<file path="src/rtl/ea_pkg.sv">
package ea_pkg;
  typedef enum logic [3:0] {
    M_IMM  = 4'd0,
    M_DIR  = 4'd1,
    M_IND  = 4'd2,
    M_REG  = 4'd3,
    M_RIND = 4'd4,
    M_DISP = 4'd5,
    M_REL  = 4'd6,
    M_PRE  = 4'd7,
    M_POST = 4'd8
  } mode_e;

  typedef struct packed {
    logic       bad;
    logic [1:0] reads;
    logic       reg_operand;
    logic       autoinc;
    logic       pre_inc;
    logic       pc_base;
    logic       reg_base;
    logic       use_field;
  } mode_info_t;
endpackage

</file>
<file path="src/rtl/ea_mode_dec.sv">
module ea_mode_dec
  import ea_pkg::*;
(
  input  logic [3:0] mode_code,
  output mode_info_t info
);
  always_comb begin
    info = '0;
    case (mode_code)
      M_IMM:  info.reads = 2'd0;
      M_DIR:  begin info.reads = 2'd1; info.use_field = 1'b1; end
      M_IND:  begin info.reads = 2'd2; info.use_field = 1'b1; end
      M_REG:  begin info.reads = 2'd0; info.reg_operand = 1'b1; end
      M_RIND: begin info.reads = 2'd1; info.reg_base = 1'b1; end
      M_DISP: begin info.reads = 2'd1; info.reg_base = 1'b1; info.use_field = 1'b1; end
      M_REL:  begin info.reads = 2'd1; info.pc_base = 1'b1; info.use_field = 1'b1; end
      M_PRE:  begin
        info.reads = 2'd1; info.reg_base = 1'b1; info.use_field = 1'b1;
        info.autoinc = 1'b1; info.pre_inc = 1'b1;
      end
      M_POST: begin
        info.reads = 2'd1; info.reg_base = 1'b1; info.use_field = 1'b1;
        info.autoinc = 1'b1;
      end
      default: info.bad = 1'b1;
    endcase
  end
endmodule

</file>
<file path="src/rtl/ea_wrap_add.sv">
module ea_wrap_add #(
  parameter int W = 16
) (
  input  logic [W-1:0] x,
  input  logic [W-1:0] y,
  input  logic         cin,
  output logic [W-1:0] s
);
  assign s = x + y + {{(W-1){1'b0}}, cin};
endmodule

</file>
<file path="src/rtl/ea_addr_gen.sv">
module ea_addr_gen
  import ea_pkg::*;
#(
  parameter int W = 16
) (
  input  mode_info_t   info,
  input  logic [W-1:0] field,
  input  logic [W-1:0] regv,
  input  logic [W-1:0] pcv,
  output logic [W-1:0] ea_sum,
  output logic [W-1:0] reg_next
);
  logic [W-1:0] base_v;
  logic [W-1:0] disp_v;

  always_comb begin
    if (info.pc_base)       base_v = pcv;
    else if (info.reg_base) base_v = regv;
    else                    base_v = '0;
    disp_v = info.use_field ? field : '0;
  end

  ea_wrap_add #(.W(W)) u_sum (
    .x(base_v), .y(disp_v), .cin(info.pre_inc), .s(ea_sum)
  );

  ea_wrap_add #(.W(W)) u_inc (
    .x(regv), .y('0), .cin(1'b1), .s(reg_next)
  );
endmodule

</file>
<file path="src/rtl/ea_unit.sv">
module ea_unit
  import ea_pkg::*;
#(
  parameter int W    = 16,
  parameter int REGS = 8,
  localparam int IW  = $clog2(REGS)
) (
  input  logic          clk,
  input  logic          rst,
  input  logic          start,
  input  logic [3:0]    mode,
  input  logic [W-1:0]  addr_field,
  input  logic [IW-1:0] reg_idx,
  input  logic [W-1:0]  pc,
  output logic [IW-1:0] rf_raddr,
  input  logic [W-1:0]  rf_rdata,
  output logic          rf_we,
  output logic [IW-1:0] rf_waddr,
  output logic [W-1:0]  rf_wdata,
  output logic          mem_re,
  output logic [W-1:0]  mem_addr,
  input  logic [W-1:0]  mem_rdata,
  output logic          done,
  output logic          illegal,
  output logic [W-1:0]  ea,
  output logic [W-1:0]  operand
);
  typedef enum logic [1:0] {S_IDLE, S_CALC, S_ISSUE, S_DATA} state_e;

  state_e        state;
  logic [3:0]    mode_q;
  logic [W-1:0]  field_q;
  logic [IW-1:0] idx_q;
  logic [W-1:0]  pc_q;
  logic          second_q;
  logic          wb_pend;
  logic [W-1:0]  wb_val;
  mode_info_t    info;
  logic [W-1:0]  ea_sum;
  logic [W-1:0]  reg_next;

  ea_mode_dec u_dec (.mode_code(mode_q), .info(info));

  ea_addr_gen #(.W(W)) u_gen (
    .info(info), .field(field_q), .regv(rf_rdata), .pcv(pc_q),
    .ea_sum(ea_sum), .reg_next(reg_next)
  );

  assign rf_raddr = idx_q;

  always_ff @(posedge clk) begin
    if (rst) begin
      state    <= S_IDLE;
      mode_q   <= '0;
      field_q  <= '0;
      idx_q    <= '0;
      pc_q     <= '0;
      second_q <= 1'b0;
      wb_pend  <= 1'b0;
      wb_val   <= '0;
      rf_we    <= 1'b0;
      rf_waddr <= '0;
      rf_wdata <= '0;
      mem_re   <= 1'b0;
      mem_addr <= '0;
      done     <= 1'b0;
      illegal  <= 1'b0;
      ea       <= '0;
      operand  <= '0;
    end else begin
      done    <= 1'b0;
      illegal <= 1'b0;
      rf_we   <= 1'b0;
      mem_re  <= 1'b0;
      case (state)
        S_IDLE: begin
          if (start) begin
            mode_q  <= mode;
            field_q <= addr_field;
            idx_q   <= reg_idx;
            pc_q    <= pc;
            state   <= S_CALC;
          end
        end
        S_CALC: begin
          if (info.bad) begin
            done    <= 1'b1;
            illegal <= 1'b1;
            ea      <= '0;
            operand <= '0;
            state   <= S_IDLE;
          end else if (info.reads == 2'd0) begin
            done    <= 1'b1;
            ea      <= '0;
            operand <= info.reg_operand ? rf_rdata : field_q;
            state   <= S_IDLE;
          end else begin
            ea       <= ea_sum;
            mem_re   <= 1'b1;
            mem_addr <= ea_sum;
            second_q <= (info.reads == 2'd2);
            wb_pend  <= info.autoinc;
            wb_val   <= reg_next;
            state    <= S_ISSUE;
          end
        end
        S_ISSUE: state <= S_DATA;
        S_DATA: begin
          if (second_q) begin
            second_q <= 1'b0;
            ea       <= mem_rdata;
            mem_re   <= 1'b1;
            mem_addr <= mem_rdata;
            state    <= S_ISSUE;
          end else begin
            operand  <= mem_rdata;
            done     <= 1'b1;
            rf_we    <= wb_pend;
            rf_waddr <= idx_q;
            rf_wdata <= wb_val;
            wb_pend  <= 1'b0;
            state    <= S_IDLE;
          end
        end
        default: state <= S_IDLE;
      endcase
    end
  end
endmodule

</file>
<file path="config.mk">
export PLATFORM = sky130hd
export DESIGN_NAME = ea_unit
export DESIGN_NICKNAME = d
export VERILOG_FILES = /design/src/rtl/ea_pkg.sv /design/src/rtl/ea_mode_dec.sv /design/src/rtl/ea_wrap_add.sv /design/src/rtl/ea_addr_gen.sv /design/src/rtl/ea_unit.sv
export SDC_FILE = /design/constraint.sdc
export NUM_CORES = 1
export LEC_CHECK = 0
export ABC_AREA = 1
export ABC_CLOCK_PERIOD_IN_PS = 3700
export BUFFER_PORTS_ARGS = -buffer_cell sky130_fd_sc_hd__buf_4
export CORE_MARGIN = 3
export CORE_UTILIZATION = 50
export DETAILED_ROUTE_END_ITERATION = 8
export PLACE_DENSITY = 0.84
export SYNTH_ARGS = -nofsm -noshare
export SYNTH_HDL_FRONTEND = slang
export SYNTH_SLANG_ARGS = --single-unit
</file>
<file path="constraint.sdc">
create_clock -name clk -period 3.7 [get_ports clk]
set_clock_uncertainty 0.05 [all_clocks]
set_input_delay 0.185 -clock clk [delete_from_list [all_inputs] [get_ports clk]]
set_output_delay 0.185 -clock clk [all_outputs]
set_load 0.005 [all_outputs]
</file>
Word level (Yosys, flattened, before mapping)
Index checks and enable logic that the tools add are counted.
W data, S select, Z words.
{ "totals": {"regBits": 130, "out_inout_bits": 74, "in_bits": 74} }
{ "op_classes": {"n_reduce_logical": 19, "eq_ne": 18, "mux": 43, "add_sub_neg": 3, "bitwise_logic": 4} }
{ "ops": {"columns": ["cell", "n"], "rows": [
  ["$mux W16", 12],
  ["$pmux W16 S2", 3],
  ["$mux W1", 18],
  ["$add A16 B1 Y16", 1],
  ["$add A16 B1 Y16 const B", 1],
  ["$add A16 B16 Y16", 1],
  ["$eq A4 B3 Y1 const B", 4],
  ["$reduce_or A6 Y1", 2],
  ["$ne A2 B2 Y1 const B", 5],
  ["$reduce_and A3 Y1", 3],
  ["$reduce_or A9 Y1", 1],
  ["$eq A4 B2 Y1 const B", 2],
  ["$mux W2", 4],
  ["$pmux W1 S2", 4],
  ["$pmux W2 S4", 1],
  ["$reduce_and A4 Y1", 2],
  ["$eq A2 B2 Y1 const B", 3],
  ["$reduce_and A2 Y1", 3],
  ["$eq A4 B1 Y1 const B", 1],
  ["$eq A4 B4 Y1 const B", 1],
  ["$logic_not A2 Y1", 2],
  ["$logic_not A4 Y1", 1],
  ["$not A1 Y1", 4],
  ["$pmux W2 S2", 1],
  ["6 further kinds", 7]
]} }

Depth between registers and ports, before layout
Gate-level depths: netlist (run 1).
{ "logic_depth": {"ltp_word": 10, "mapped_depth": 19, "mapped_depth_nobuf": 19} }

By module
A second synthesis (run 1) with hierarchy kept.
{ "unflattened": {"hier_cells": 1290, "area_unflattened_um2": 8082.8} }
{ "by_module_without_submodules": {"columns": ["module", "area_per_inst_um2", "cells_per_inst", "instances"], "rows": [
  ["ea_unit", 5566.6, 812, 1],
  ["ea_wrap_add", 948.4, 180, 2],
  ["ea_addr_gen", 503.0, 90, 1],
  ["ea_mode_dec", 116.4, 28, 1]
]} }

Least setup slack after synthesis (run 1)
No wires, ideal clock.
{ "synth_path": {"path_type": "register to register", "start": "register mode_q[2]", "end": "register ea[8]", "arrival_time_ns": 2.885, "required_time_ns": 3.580, "synth_period_minus_slack_ns": 3.005, "path_buffers": 1, "path_stages_with_launch": 13, "slack_ns": 0.695, "setup_ns": 0.070, "cell_sequence": "dfxtp_1 nand2_1 nor2_1 clkbuf_1 a22oi_1 fa_1 fa_1 o21ai_0 nand3_1 nand2_1 xor2_1 nand3_1 a21oi_1"} }
{ "synth_via": {"elab_chain_cells": 10} }
{ "synth_rtl": {"columns": ["item", "line", "text"], "rows": [
  ["from (decl)", "ea_unit.sv:31", "logic [3:0] mode_q;"],
  ["from (signal assigned)", "ea_unit.sv:78", "mode_q <= mode;"],
  ["$eq A4 B3 Y1 / $eq A4 B4 Y1 (equally long branches)", "ea_mode_dec.sv:9", "case (mode_code)"],
  ["$reduce_or A4 Y1 (no source line)", null, null],
  ["$mux W1", "ea_mode_dec.sv:9", null],
  ["$mux W16", "ea_addr_gen.sv:18", "else if (info.reg_base) base_v = regv;"],
  ["$mux W16", "ea_addr_gen.sv:17", "if (info.pc_base) base_v = pcv;"],
  ["$add A16 B16 Y16", "ea_wrap_add.sv:9", "assign s = x + y + {{(W-1){1'b0}}, cin};"],
  ["$add A16 B1 Y16", "ea_wrap_add.sv:9", null],
  ["$mux W16", "ea_unit.sv:92", "end else if (info.reads == 2'd0) begin"],
  ["$mux W16 *", "ea_unit.sv:86", "if (info.bad) begin"],
  ["$pmux W16 S2 *", "ea_unit.sv:75", "case (state)"],
  ["to (signal assigned)", "ea_unit.sv:98", "ea <= ea_sum;"],
  ["to (signal assigned)", "ea_unit.sv:111", "ea <= mem_rdata;"],
  ["to (decl)", "ea_unit.sv:25", "output logic [W-1:0] ea,"]
]} }
Every way passes the cells marked *; elsewhere a longest branch is shown, timed or not.
A chain may end at the register's enable or synchronous reset.

Final worst setup path (run 1)
{ "layout_path": {"start": "register mode_q[2]", "end": "register ea[10]"} }
The elaborated chain is that of the path after synthesis.

==> flow_metrics.py, run 1 <==
metrics = {
    "status": {
        "status": "completed",
    },
    "hold_path": {
        "hold_end": "field_q[12]",
        "holdPathStages": 3,
        "hold_class": "input port to flip-flop",
        "min-delay-start": "addr_field[12]",
    },
    "global_route": {
        "grt_pass1_vias": 6243,
        "grt_max_degree": 64,
        "track_usage_pct": 26.8,
        "use_met3_pct": 5.08,
        "overflow": 0,
        "antenna_found_initial": 0,
        "gr-usage-met1_pct": 37.1,
        "grt_first_pass_wirelength_um": 30700,
        "busiest_layer": "met2",
        "met2_usage_pct": 41.4,
    },
    "setup_path": {
        "start_kind": "flip-flop",
        "r2r_cells": 14,
        "r2r_start": "mode_q[2]",
        "cp-end-kind": "flip-flop",
        "rr_endpoint": "ea[10]",
        "critical_path_class": "flip-flop to flip-flop",
        "required_ns": 3.99,
        "ff2ff_setup_slack_ns": 0.52,
        "crit_slowest_cell": "fa_1",
        "critPathMaxFanout": 5,
        "cpMostUsedCell": "nand2_1",
        "path_cells": "inv_1, nor2_1, nand2_1, nand2_1, a22oi_1, fa_1, fa_1, o21ai_0, nand2_1, nand2_1, nand2_1, nand3b_1, nand4_1, a21oi_1",
        "slowest_delay_ns": 0.45,
        "critical_path_arrival_ns": 3.46,
    },
    "place": {
        "io_buffers": 147,
        "hpwl_um": 14100,
        "gp_congestion": 0.933,
        "placed_cells": 1221,
        "pre_cts_slack_ns": 0.616,
        "placed_area_mm2": 0.00761,
    },
    "yosys": {
        "yosysSeqAreaShare_pct": 40.5,
        "ys_types": 36,
        "yosys_warnings": 0,
        "syn_inst": 943,
        "syn_avg_cell_area_um2": 6.82,
        "mappedNetlistNets": 1034,
        "synth-seq-cells": 130,
        "synth_area_mm2": 0.00643,
    },
    "timing": {
        "fin_crit_sh_pct": 85.9,
        "hold_ws_ns": 0.00560,
        "max_slew.worst_pin.slew_ns": 0.900,
        "fin_crit_ns": 3.18,
        "fin_ws_ns": 0.521,
        "max_freq_ghz": 0.315,
        "rsz0062_at_grt": "false",
        "setup_violations": 0,
        "fin_setup_tns_ns": 0,
        "max_slew_margin_pct": 39.8,
        "drv_slew": 0,
        "hold_viol_final": 0,
    },
    "flow_run": {
        "maxCapViolCount": 0,
    },
    "clock_network": {
        "cts_setup_buffers": 0,
        "numCtsBuffers": 17,
        "cts.htree.levels": 4,
        "clock-root-buffer": "clkbuf_16",
        "cts_sinks": 130,
        "cts.clk_slew.worst_paths_ns": 0.06,
        "clk_latency_ns": 0.41,
        "cts_tree": "done",
        "ctsLongestPathBuffers": 2,
    },
    "layout": {
        "final_area_mm2": 0.00837,
        "finalNonFillerCells": 1269,
        "final_util_pct": 67.9,
        "syn2layout_area_growth_pct": 30.1,
        "antenna_cells": 0,
        "layout-drive-gt1-share_pct": 18.6,
        "nets": 1179,
    },
    "die": {
        "coreArea_mm2": 0.0123,
        "die_area_mm2": 0.0143,
        "start_util_pct": 52.2,
        "row_count": 40,
        "die_h_um": 119,
        "die_w_um": 119,
        "io_pins": 148,
    },
    "route": {
        "finalWirelength_um": 19400,
        "wl_per_cell_um": 15.3,
        "detail-route-antenna-nets": 0,
        "drtPass1Iterations": 6,
        "vias": 6762,
        "drt_iter0_drc": 742,
        "drc": 0,
        "viasPerCell": 5.33,
    },
    "power": {
        "cellPowerDensity_mw_per_mm2": 474,
        "peakVddDrop_uv": 279,
        "p_leak_nw": 4.02,
        "total_power_mw": 3.97,
    },
}
final cells by class:
class,count,area (um2)
clock buffer,18,439
clock inverter,14,154
fill,1076,3950
inverter,84,315
multi-input combinational,683,3310
sequential,130,2600
tap,168,210
timing repair buffer,172,1330
routing by layer:
layer	part of all wire, %	routed length, um
met5	0	0
met4	2.4	457
met2	44	8530
met1	45	8820
met3	8.2	1600
cells in the mapped netlist:
cell type  number  area [um2]
o21ai_1         3        15.0
inv_1          80         300
nor4_1          1        6.26
o21ai_4         2        32.5
dfxtp_1       130        2600
nand3_1        39         195
inv_2           3        11.3
nand2_1       182         683
o21bai_1        2        15.0
fa_1            2        40.0
a31oi_1         9        56.3
clkinv_1        1        3.75
xnor2_1         2        17.5
nor3_2          1        10.0
nand3b_1        2        15.0
nor2_1        149         559
xor2_1         13         114
buf_4           1        7.51
a22oi_1         1        7.51
a21boi_0        2        15.0
o21ai_0       140         701
buf_2          13        65.1
nor2_2          1        6.26
nand2_2         4        25.0
o211ai_1        1        7.51
nand2b_1        1        6.26
a21oi_1        90         450
ha_1           15         188
buf_6           1        11.3
nor2_4          1        11.3
and2_1          1        6.26
mux2_2          2        22.5
clkbuf_1       31         116
nand4_1         8        50.1
nor3_1          7        35.0
nand2_4         2        22.5
logic make-up after synthesis:
kind of cell	share of synthesized area, %
simple gates	25.4
compound gates	20.2
xor+xnor	2.04
flops	40.5
mux	0.350
fa+ha+maj	3.54
buf+inv	8.02
cell usage in the layout (no fill, tap or decap), types with 7 or more instances in the layout:
cell type / netlist / routed
dfxtp_1: 130 / 130
clkbuf_16: 0 / 17
xor2_1: 13 / 13
nor3_1: 7 / 7
a21oi_1: 90 / 90
dlygate4sd3_1: 0 / 16
ha_1: 15 / 15
o21ai_0: 140 / 140
a31oi_1: 9 / 9
buf_4: 1 / 156
nand3_1: 39 / 39
inv_1: 80 / 79
nand2_1: 182 / 182
nand4_1: 8 / 8
nor2_1: 149 / 149
sequential cells by signal, summed over array words and instances (netlist names):
| signal | count |
|---|---|
| second_q | 1 |
| mem_re | 1 |
| ea | 16 |
| wb_pend | 1 |
| mem_addr | 16 |
| state | 2 |
| field_q | 16 |
| wb_val | 16 |
| pc_q | 16 |
| operand | 16 |
| mode_q | 4 |
| rf_raddr | 3 |
| illegal | 1 |
| rf_wdata | 16 |
| done | 1 |
| rf_we | 1 |
| rf_waddr | 3 |
worst max path at each step:
stage	startpoint	end	slack [ns]	cells after the start
6_report	mode_q[2]	ea[10]	0.52	14
5_1_grt	mode_q[2]	ea[10]	0.16	14
4_1_cts	mode_q[2]	ea[10]	0.53	14
3_5_place_dp	mode_q[2]	ea[10]	0.62	14
3_3_place_gp	mode_q[2]	mem_addr[6]	0.66	15
2_1_floorplan	mode_q[2]	ea[8]	0.70	12
power by group:
group          switching, mW  internal [mW]
Clock                  0.664           1.02
Combinational          0.428          0.284
Sequential            0.0674           1.51
repair_timing:
item,CTS,global route
gates resized for setup,0,0
endpoints found under the hold margin,16,0
hold buffers,16,0
endpoints found under the setup margin,0,0
critical path, delay by kind of cell (launching register included):
kind / cells / cell delay, ns
AOI/OAI and AO/OA: 3 / 0.70
DFF: 1 / 0.43
buffers and inverters: 1 / 0.10
adders and majority gates: 2 / 0.88
and+or+nand+nor: 8 / 0.93
Power figures use the tool's default switching activity.
==> inputs of run 2 (changes only) <==
--- a/config.mk
+++ b/config.mk
@@ -5,9 +5,9 @@
 export SDC_FILE = /design/constraint.sdc
 export NUM_CORES = 1
 export LEC_CHECK = 0
-export ABC_AREA = 1
 export ABC_CLOCK_PERIOD_IN_PS = 3700
 export BUFFER_PORTS_ARGS = -buffer_cell sky130_fd_sc_hd__buf_4
+export CORE_ASPECT_RATIO = 0.6
 export CORE_MARGIN = 3
 export CORE_UTILIZATION = 50
 export DETAILED_ROUTE_END_ITERATION = 8
==> run 2 against run 1 <==
Against the previous run:
- combinational power down 12%
- maximum frequency decreased by 10%
- highest routed layer unchanged
- register-to-register slack worse by 0.35 ns
- final area is 4.6% higher
- non-clock buffer count is 31 higher
==> flow_metrics.py, run 2 <==
metrics = {
    "timing": {
        "hold_viol_final": 0,
        "max_slew_margin_pct": 25.7,
        "max_slew.worst_pin.slew_ns": 1.12,
        "fin_crit_ns": 3.53,
        "max_freq_ghz": 0.283,
        "drv_slew": 0,
        "rsz0062_at_grt": "false",
        "fin_setup_tns_ns": 0,
        "fin_crit_sh_pct": 95.4,
        "setup_violations": 0,
    },
    "power": {
        "cellPowerDensity_mw_per_mm2": 440,
        "p_leak_nw": 3.54,
        "clockPowerShare_pct": 43.8,
        "total_power_mw": 3.85,
        "sw_frac_of_total_pct": 28.2,
        "peakVddDrop_uv": 318,
        "p_switching_mw": 1.08,
        "seq_power_share_pct": 40.0,
        "combPwrFrac_pct": 16.2,
        "p_int_mw": 2.76,
    },
    "yosys": {
        "synth-main-ff-cell": "dfxtp_1",
        "async_reset_ff_share_pct": 0,
        "synth_top_cell_area_share_pct": 39.6,
        "synth.most_common_cell": "nand2_1",
        "yosysSeqAreaShare_pct": 39.6,
        "synth_edf_count": 0,
        "syn_avg_cell_area_um2": 7.77,
        "yosys_warnings": 0,
        "mappedNetlistNets": 936,
        "synth-seq-cells": 130,
        "syn_inst": 845,
        "yosys.area.top_type": "dfxtp_1",
        "ys_top_cells_by_count": "nand2_1, dfxtp_1, a21oi_1, nor2_1, clkbuf_1",
        "ys_types": 58,
        "synth_area_mm2": 0.00656,
        "ys_top_cells_by_area": "dfxtp_1, nand2_1, a21oi_1",
    },
    "status": {
        "status": "completed",
    },
    "setup_path": {
        "critical_path_arrival_ns": 3.82,
        "start_kind": "flip-flop",
        "rr_endpoint": "ea[12]",
        "required_ns": 3.99,
        "r2r_cells": 11,
        "r2r_start": "mode_q[2]",
        "cp-end-kind": "flip-flop",
        "critPathMaxFanout": 10,
        "critical_path_class": "flip-flop to flip-flop",
        "ff2ff_setup_slack_ns": 0.17,
    },
    "clock_network": {
        "cts_setup_buffers": 0,
        "cts_tree": "done",
        "clock-root-buffer": "clkbuf_16",
        "cts_sinks": 130,
        "ctsLongestPathBuffers": 2,
        "cts.htree.levels": 4,
        "clk_latency_ns": 0.41,
        "cts.clk_slew.worst_paths_ns": 0.06,
        "numCtsBuffers": 17,
    },
    "die": {
        "start_util_pct": 52.7,
        "die_w_um": 154,
        "io_pins": 148,
        "die_area_mm2": 0.0146,
        "die_h_um": 94.8,
        "coreArea_mm2": 0.0125,
        "row_count": 31,
    },
    "global_route": {
        "grt_first_pass_wirelength_um": 34300,
        "overflow": 0,
        "antenna_found_initial": 0,
        "grt_pass1_vias": 6275,
        "track_usage_pct": 30.0,
        "grt_max_degree": 97,
    },
    "flow_run": {
        "maxCapViolCount": 0,
    },
    "layout": {
        "syn2layout_area_growth_pct": 33.3,
        "finalNonFillerCells": 1185,
        "final_util_pct": 70.3,
        "final_common_cell": "nand2_1",
        "final_cell_mix": "nand2_1, buf_4, dfxtp_1",
        "layout-drive-gt1-share_pct": 20.5,
        "nets": 1098,
        "antenna_cells": 0,
    },
    "place": {
        "io_buffers": 147,
        "placed_cells": 1116,
        "gp_congestion": 1.02,
        "hpwl_um": 15800,
    },
    "route": {
        "wl_per_cell_um": 18.8,
        "drt_iter0_drc": 699,
        "drc": 0,
        "detail-route-antenna-nets": 0,
        "viasPerCell": 5.85,
        "drtPass1Iterations": 5,
        "vias": 6931,
        "finalWirelength_um": 22300,
    },
    "hold_path": {
        "holdPathStages": 3,
        "hold_end": "pc_q[0]",
        "min-delay-start": "pc[0]",
        "hold_class": "input port to flip-flop",
    },
}
run 2: cell types whose count changed after synthesis, moves of 17 or more:
cell / previous run / this run
mux2i_1: 0 / 28
clkbuf_1: 31 / 51
a211oi_1: 0 / 29
and2_1: 1 / 18
inv_1: 80 / 9
nand3_1: 39 / 20
o21ai_0: 140 / 31
nor2_1: 149 / 78
run 2: logic make-up (layout without fill, tap and decap cells):
group | count (synthesis) | after routing | synth area share, %
simple gates | 351 | 351 | 23.7
flops | 130 | 130 | 39.6
buf+inv | 69 | 244 | 4.12
fa+ha+maj | 17 | 17 | 3.47
mux | 29 | 29 | 4.44
compound gates | 232 | 232 | 22.4
xor+xnor | 17 | 17 | 2.27
run 2: layout make-up:
class	instances	area, um2
Fill cell	1009	3700
Timing Repair Buffer	203	1620
Multi-Input combinational cell	646	3700
Tap cell	165	206
Clock inverter	13	150
Inverter	9	33.8
Clock buffer	19	443
Sequential cell	130	2600
run 2: repair_timing:
item | 4_1_cts | 5_1_grt
resized for setup | 1 | 3
endpoints found under the setup margin | 1 | 2
hold buffers | 37 | 0
hold endpoints to repair | 37 | 0
run 2: worst max-delay path by stage:
stage               from           end  slack (ns)  depth (start not counted)
2_1_floorplan  mode_q[1]  mem_addr[12]       0.005                         13
3_3_place_gp   mode_q[2]  mem_addr[12]        0.13                         11
3_5_place_dp   mode_q[2]  mem_addr[12]        0.03                         11
4_1_cts        mode_q[2]        ea[12]        0.03                         11
5_1_grt        mode_q[2]        ea[12]        0.04                         11
6_report       mode_q[2]        ea[12]        0.17                         11
run 2: power groups by stage:
stage | registers (mW) | clock network (mW) | logic (mW)
after floorplan | 1.54 | 0 | 0.345
after global placement | 1.56 | 0 | 0.564
after detailed placement | 1.56 | 0 | 0.572
after CTS | 1.54 | 1.70 | 0.609
after global routing | 1.55 | 1.75 | 0.677
final | 1.54 | 1.68 | 0.625
run 2: per-layer routing:
layer | track usage (%) | wire length, um | share of wire [%] | vias to the layer above
met4 | 5.88 | 150 | 0.67 | 0
met3 | 9.66 | 2640 | 12 | 15
met5 | 0 | 0 | 0 | -
li1 | - | - | - | 3280
met1 | 44.9 | 10400 | 47 | 3226
met2 | 42.3 | 9090 | 41 | 410
run 2: critical path, cell delays in order (launching register included):
cell and delay [ns]:
dfxtp_2 0.36, or4b_4 0.53, a21bo_1 0.22, a22oi_1 0.09
fa_2 0.39, fa_2 0.38, nor2b_1 0.18, o211a_1 0.21
o211ai_1 0.14, and2_1 0.21, or4_1 0.56, nand4_1 0.11
run 2: metrics by stage:
| stage | hold slack (ns) | worst slack [ns] | cell area [um2] |
|---|---|---|---|
| 4_1_cts | 0.00761 | 0.0329 | 8740 |
| 2_1_floorplan | 0.231 | 0.00476 | 6570 |
| 3_3_place_gp | 0.386 | 0.133 | 7780 |
| 5_1_grt | 0.0182 | 0.0413 | 8750 |
| 6_report | 0.0279 | 0.170 | 8750 |
| 3_5_place_dp | 0.393 | 0.0310 | 7780 |
==> inputs of run 3 (changes only) <==
--- a/config.mk
+++ b/config.mk
@@ -8,7 +8,6 @@
 export ABC_CLOCK_PERIOD_IN_PS = 3700
 export BUFFER_PORTS_ARGS = -buffer_cell sky130_fd_sc_hd__buf_4
 export CORE_ASPECT_RATIO = 0.6
-export CORE_MARGIN = 3
 export CORE_UTILIZATION = 50
 export DETAILED_ROUTE_END_ITERATION = 8
 export PLACE_DENSITY = 0.84
==> run 3 against run 2 <==
Against the previous run:
- non-clock buffer count is 2 higher
- worst hold slack improved by 0.0025 ns
- utilization grew 0.33 points
- global-route usage grew 2.8 points
- sequential cell count unchanged
- critical endpoint is now mem_addr[12]
- sequential power barely moved
- clock power about the same
- power rose by 0.68%
==> flow_metrics.py, run 3 (synthesized netlist as in run 2, its figures left out) <==
metrics = {
    "hold_path": {
        "min-delay-start": "pc[3]",
        "holdPathStages": 3,
        "hold_class": "input port to flip-flop",
        "hold_end": "pc_q[3]",
    },
    "layout": {
        "final_cell_mix": "nand2_1, buf_4, dfxtp_1",
        "syn2layout_area_growth_pct": 33.5,
        "nets": 1100,
        "antenna_cells": 0,
        "final_common_cell": "nand2_1",
        "finalNonFillerCells": 1185,
        "layout-drive-gt1-share_pct": 20.3,
    },
    "clock_network": {
        "numCtsBuffers": 17,
        "cts_sinks": 130,
        "ctsLongestPathBuffers": 2,
        "cts.clk_slew.worst_paths_ns": 0.06,
        "cts_tree": "done",
        "clock-root-buffer": "clkbuf_16",
        "clk_latency_ns": 0.42,
        "cts.htree.levels": 4,
    },
    "power": {
        "sw_frac_of_total_pct": 27.8,
        "clockPowerShare_pct": 44.1,
        "total_power_mw": 3.87,
        "p_int_mw": 2.80,
        "cellPowerDensity_mw_per_mm2": 442,
        "p_switching_mw": 1.08,
        "seq_power_share_pct": 39.7,
        "combPwrFrac_pct": 16.2,
        "p_leak_nw": 3.56,
        "peakVddDrop_uv": 292,
    },
    "timing": {
        "max_slew.worst_pin.slew_ns": 1.19,
        "max_freq_ghz": 0.279,
        "drv_slew": 0,
        "fin_ws_ns": 0.113,
        "setup_violations": 0,
        "hold_viol_final": 0,
        "fin_crit_sh_pct": 97.0,
        "rsz0062_at_grt": "false",
        "max_slew_margin_pct": 20.9,
        "fin_setup_tns_ns": 0,
        "fin_crit_ns": 3.59,
        "hold_ws_ns": 0.0304,
    },
    "route": {
        "wl_per_cell_um": 18.8,
        "detail-route-antenna-nets": 0,
        "finalWirelength_um": 22300,
        "drtPass1Iterations": 6,
        "drc": 0,
        "drt_iter0_drc": 710,
        "viasPerCell": 5.91,
        "vias": 7007,
    },
    "setup_path": {
        "crit_buf_inv": 0,
        "critical_path_class": "flip-flop to flip-flop",
        "crit_slowest_cell": "or4_1",
        "cpMostUsedCell": "fa_1",
        "r2r_start": "mode_q[2]",
        "cp_top_family": "simple AND/OR/NAND/NOR gates",
        "rr_endpoint": "mem_addr[12]",
        "cp-end-kind": "flip-flop",
        "r2r_cells": 11,
        "critPathMaxFanout": 10,
        "required_ns": 4.00,
        "slowest_delay_ns": 0.55,
        "ff2ff_setup_slack_ns": 0.11,
        "path_cells": "or4b_4, a21bo_1, a22oi_1, fa_1, fa_1, nor2b_2, o211a_1, o211ai_1, and2_1, or4_1, nand4b_1",
        "critical_path_arrival_ns": 3.88,
        "start_kind": "flip-flop",
    },
    "die": {
        "die_h_um": 90.8,
        "die_area_mm2": 0.0136,
        "io_pins": 148,
        "coreArea_mm2": 0.0124,
        "die_w_um": 150,
        "start_util_pct": 52.9,
        "row_count": 31,
    },
    "global_route": {
        "grt_pass1_vias": 6235,
        "track_usage_pct": 32.9,
        "grt_max_degree": 93,
        "overflow": 0,
        "grt_first_pass_wirelength_um": 34200,
        "antenna_found_initial": 0,
    },
    "place": {
        "gp_congestion": 0.980,
        "pre_cts_slack_ns": 0.0771,
        "io_buffers": 147,
        "hpwl_um": 15600,
        "placed_cells": 1116,
    },
    "status": {
        "status": "completed",
    },
    "flow_run": {
        "maxCapViolCount": 0,
    },
}
## run 3: cell count changes in the layout (fill, tap and decap cells not counted)
cell,change
clkinv_2,+3
clkbuf_1,-1
inv_6,-3
bufinv_16,+1
fa_1,+2
clkbuf_8,-1
nor2b_1,-1
nor2b_2,+1
fa_2,-2
clkinvlp_4,-3
clkinv_4,+2
dlygate4sd3_1,+2
## run 3: repair_timing
item / in CTS / in global routing
resized for setup: 0 / 3
endpoints found under the hold margin: 39 / 0
setup endpoints to repair: 0 / 3
setup buffers: 0 / 0
hold buffers: 39 / 0
## run 3: how the worst max path moves through the flow
stage | start | end | cells after the start
after floorplan | mode_q[1] | mem_addr[12] | 13
after global placement | mode_q[2] | mem_addr[12] | 11
after detailed placement | mode_q[2] | mem_addr[12] | 11
after CTS | mode_q[2] | mem_addr[12] | 11
after global routing | mode_q[2] | mem_addr[12] | 11
final | mode_q[2] | mem_addr[12] | 11
## run 3: routing by layer
metal / track usage [%] / part of all wire (%) / vias to the layer above
met5: 0 / 0 / -
met2: 45.4 / 40 / 448
li1: - / - / 3285
met1: 49.6 / 46 / 3246
met4: 7.15 / 0.87 / 0
met3: 9.09 / 13 / 28
## run 3: area by class of cell
type,count,area [um2]
Clock buffer,17,425
Clock inverter,13,164
Fill cell,1033,3650
Inverter,9,33.8
Multi-Input combinational cell,646,3690
Sequential cell,130,2600
Tap cell,165,206
Timing Repair Buffer,205,1640
## run 3: worst min-delay path, cell delays in order
cell,delay [ns]
buf_4,0.08
nand2_1,0.07
a21oi_1,0.12
## run 3: metrics by stage
step                instance area (um2)  utilization, %
floorplan                          6570               -
global placement                   7780            62.7
detailed placement                 7780            62.7
CTS                                8760            70.6
global route                       8760            70.6
finish                             8760            70.6
## run 3: power groups by stage
stage | registers [mW] | clock network (mW) | logic, mW
after floorplan | 1.54 | 0 | 0.345
after global placement | 1.56 | 0 | 0.563
after detailed placement | 1.56 | 0 | 0.572
after CTS | 1.53 | 1.71 | 0.609
after global routing | 1.54 | 1.78 | 0.676
final | 1.54 | 1.71 | 0.628
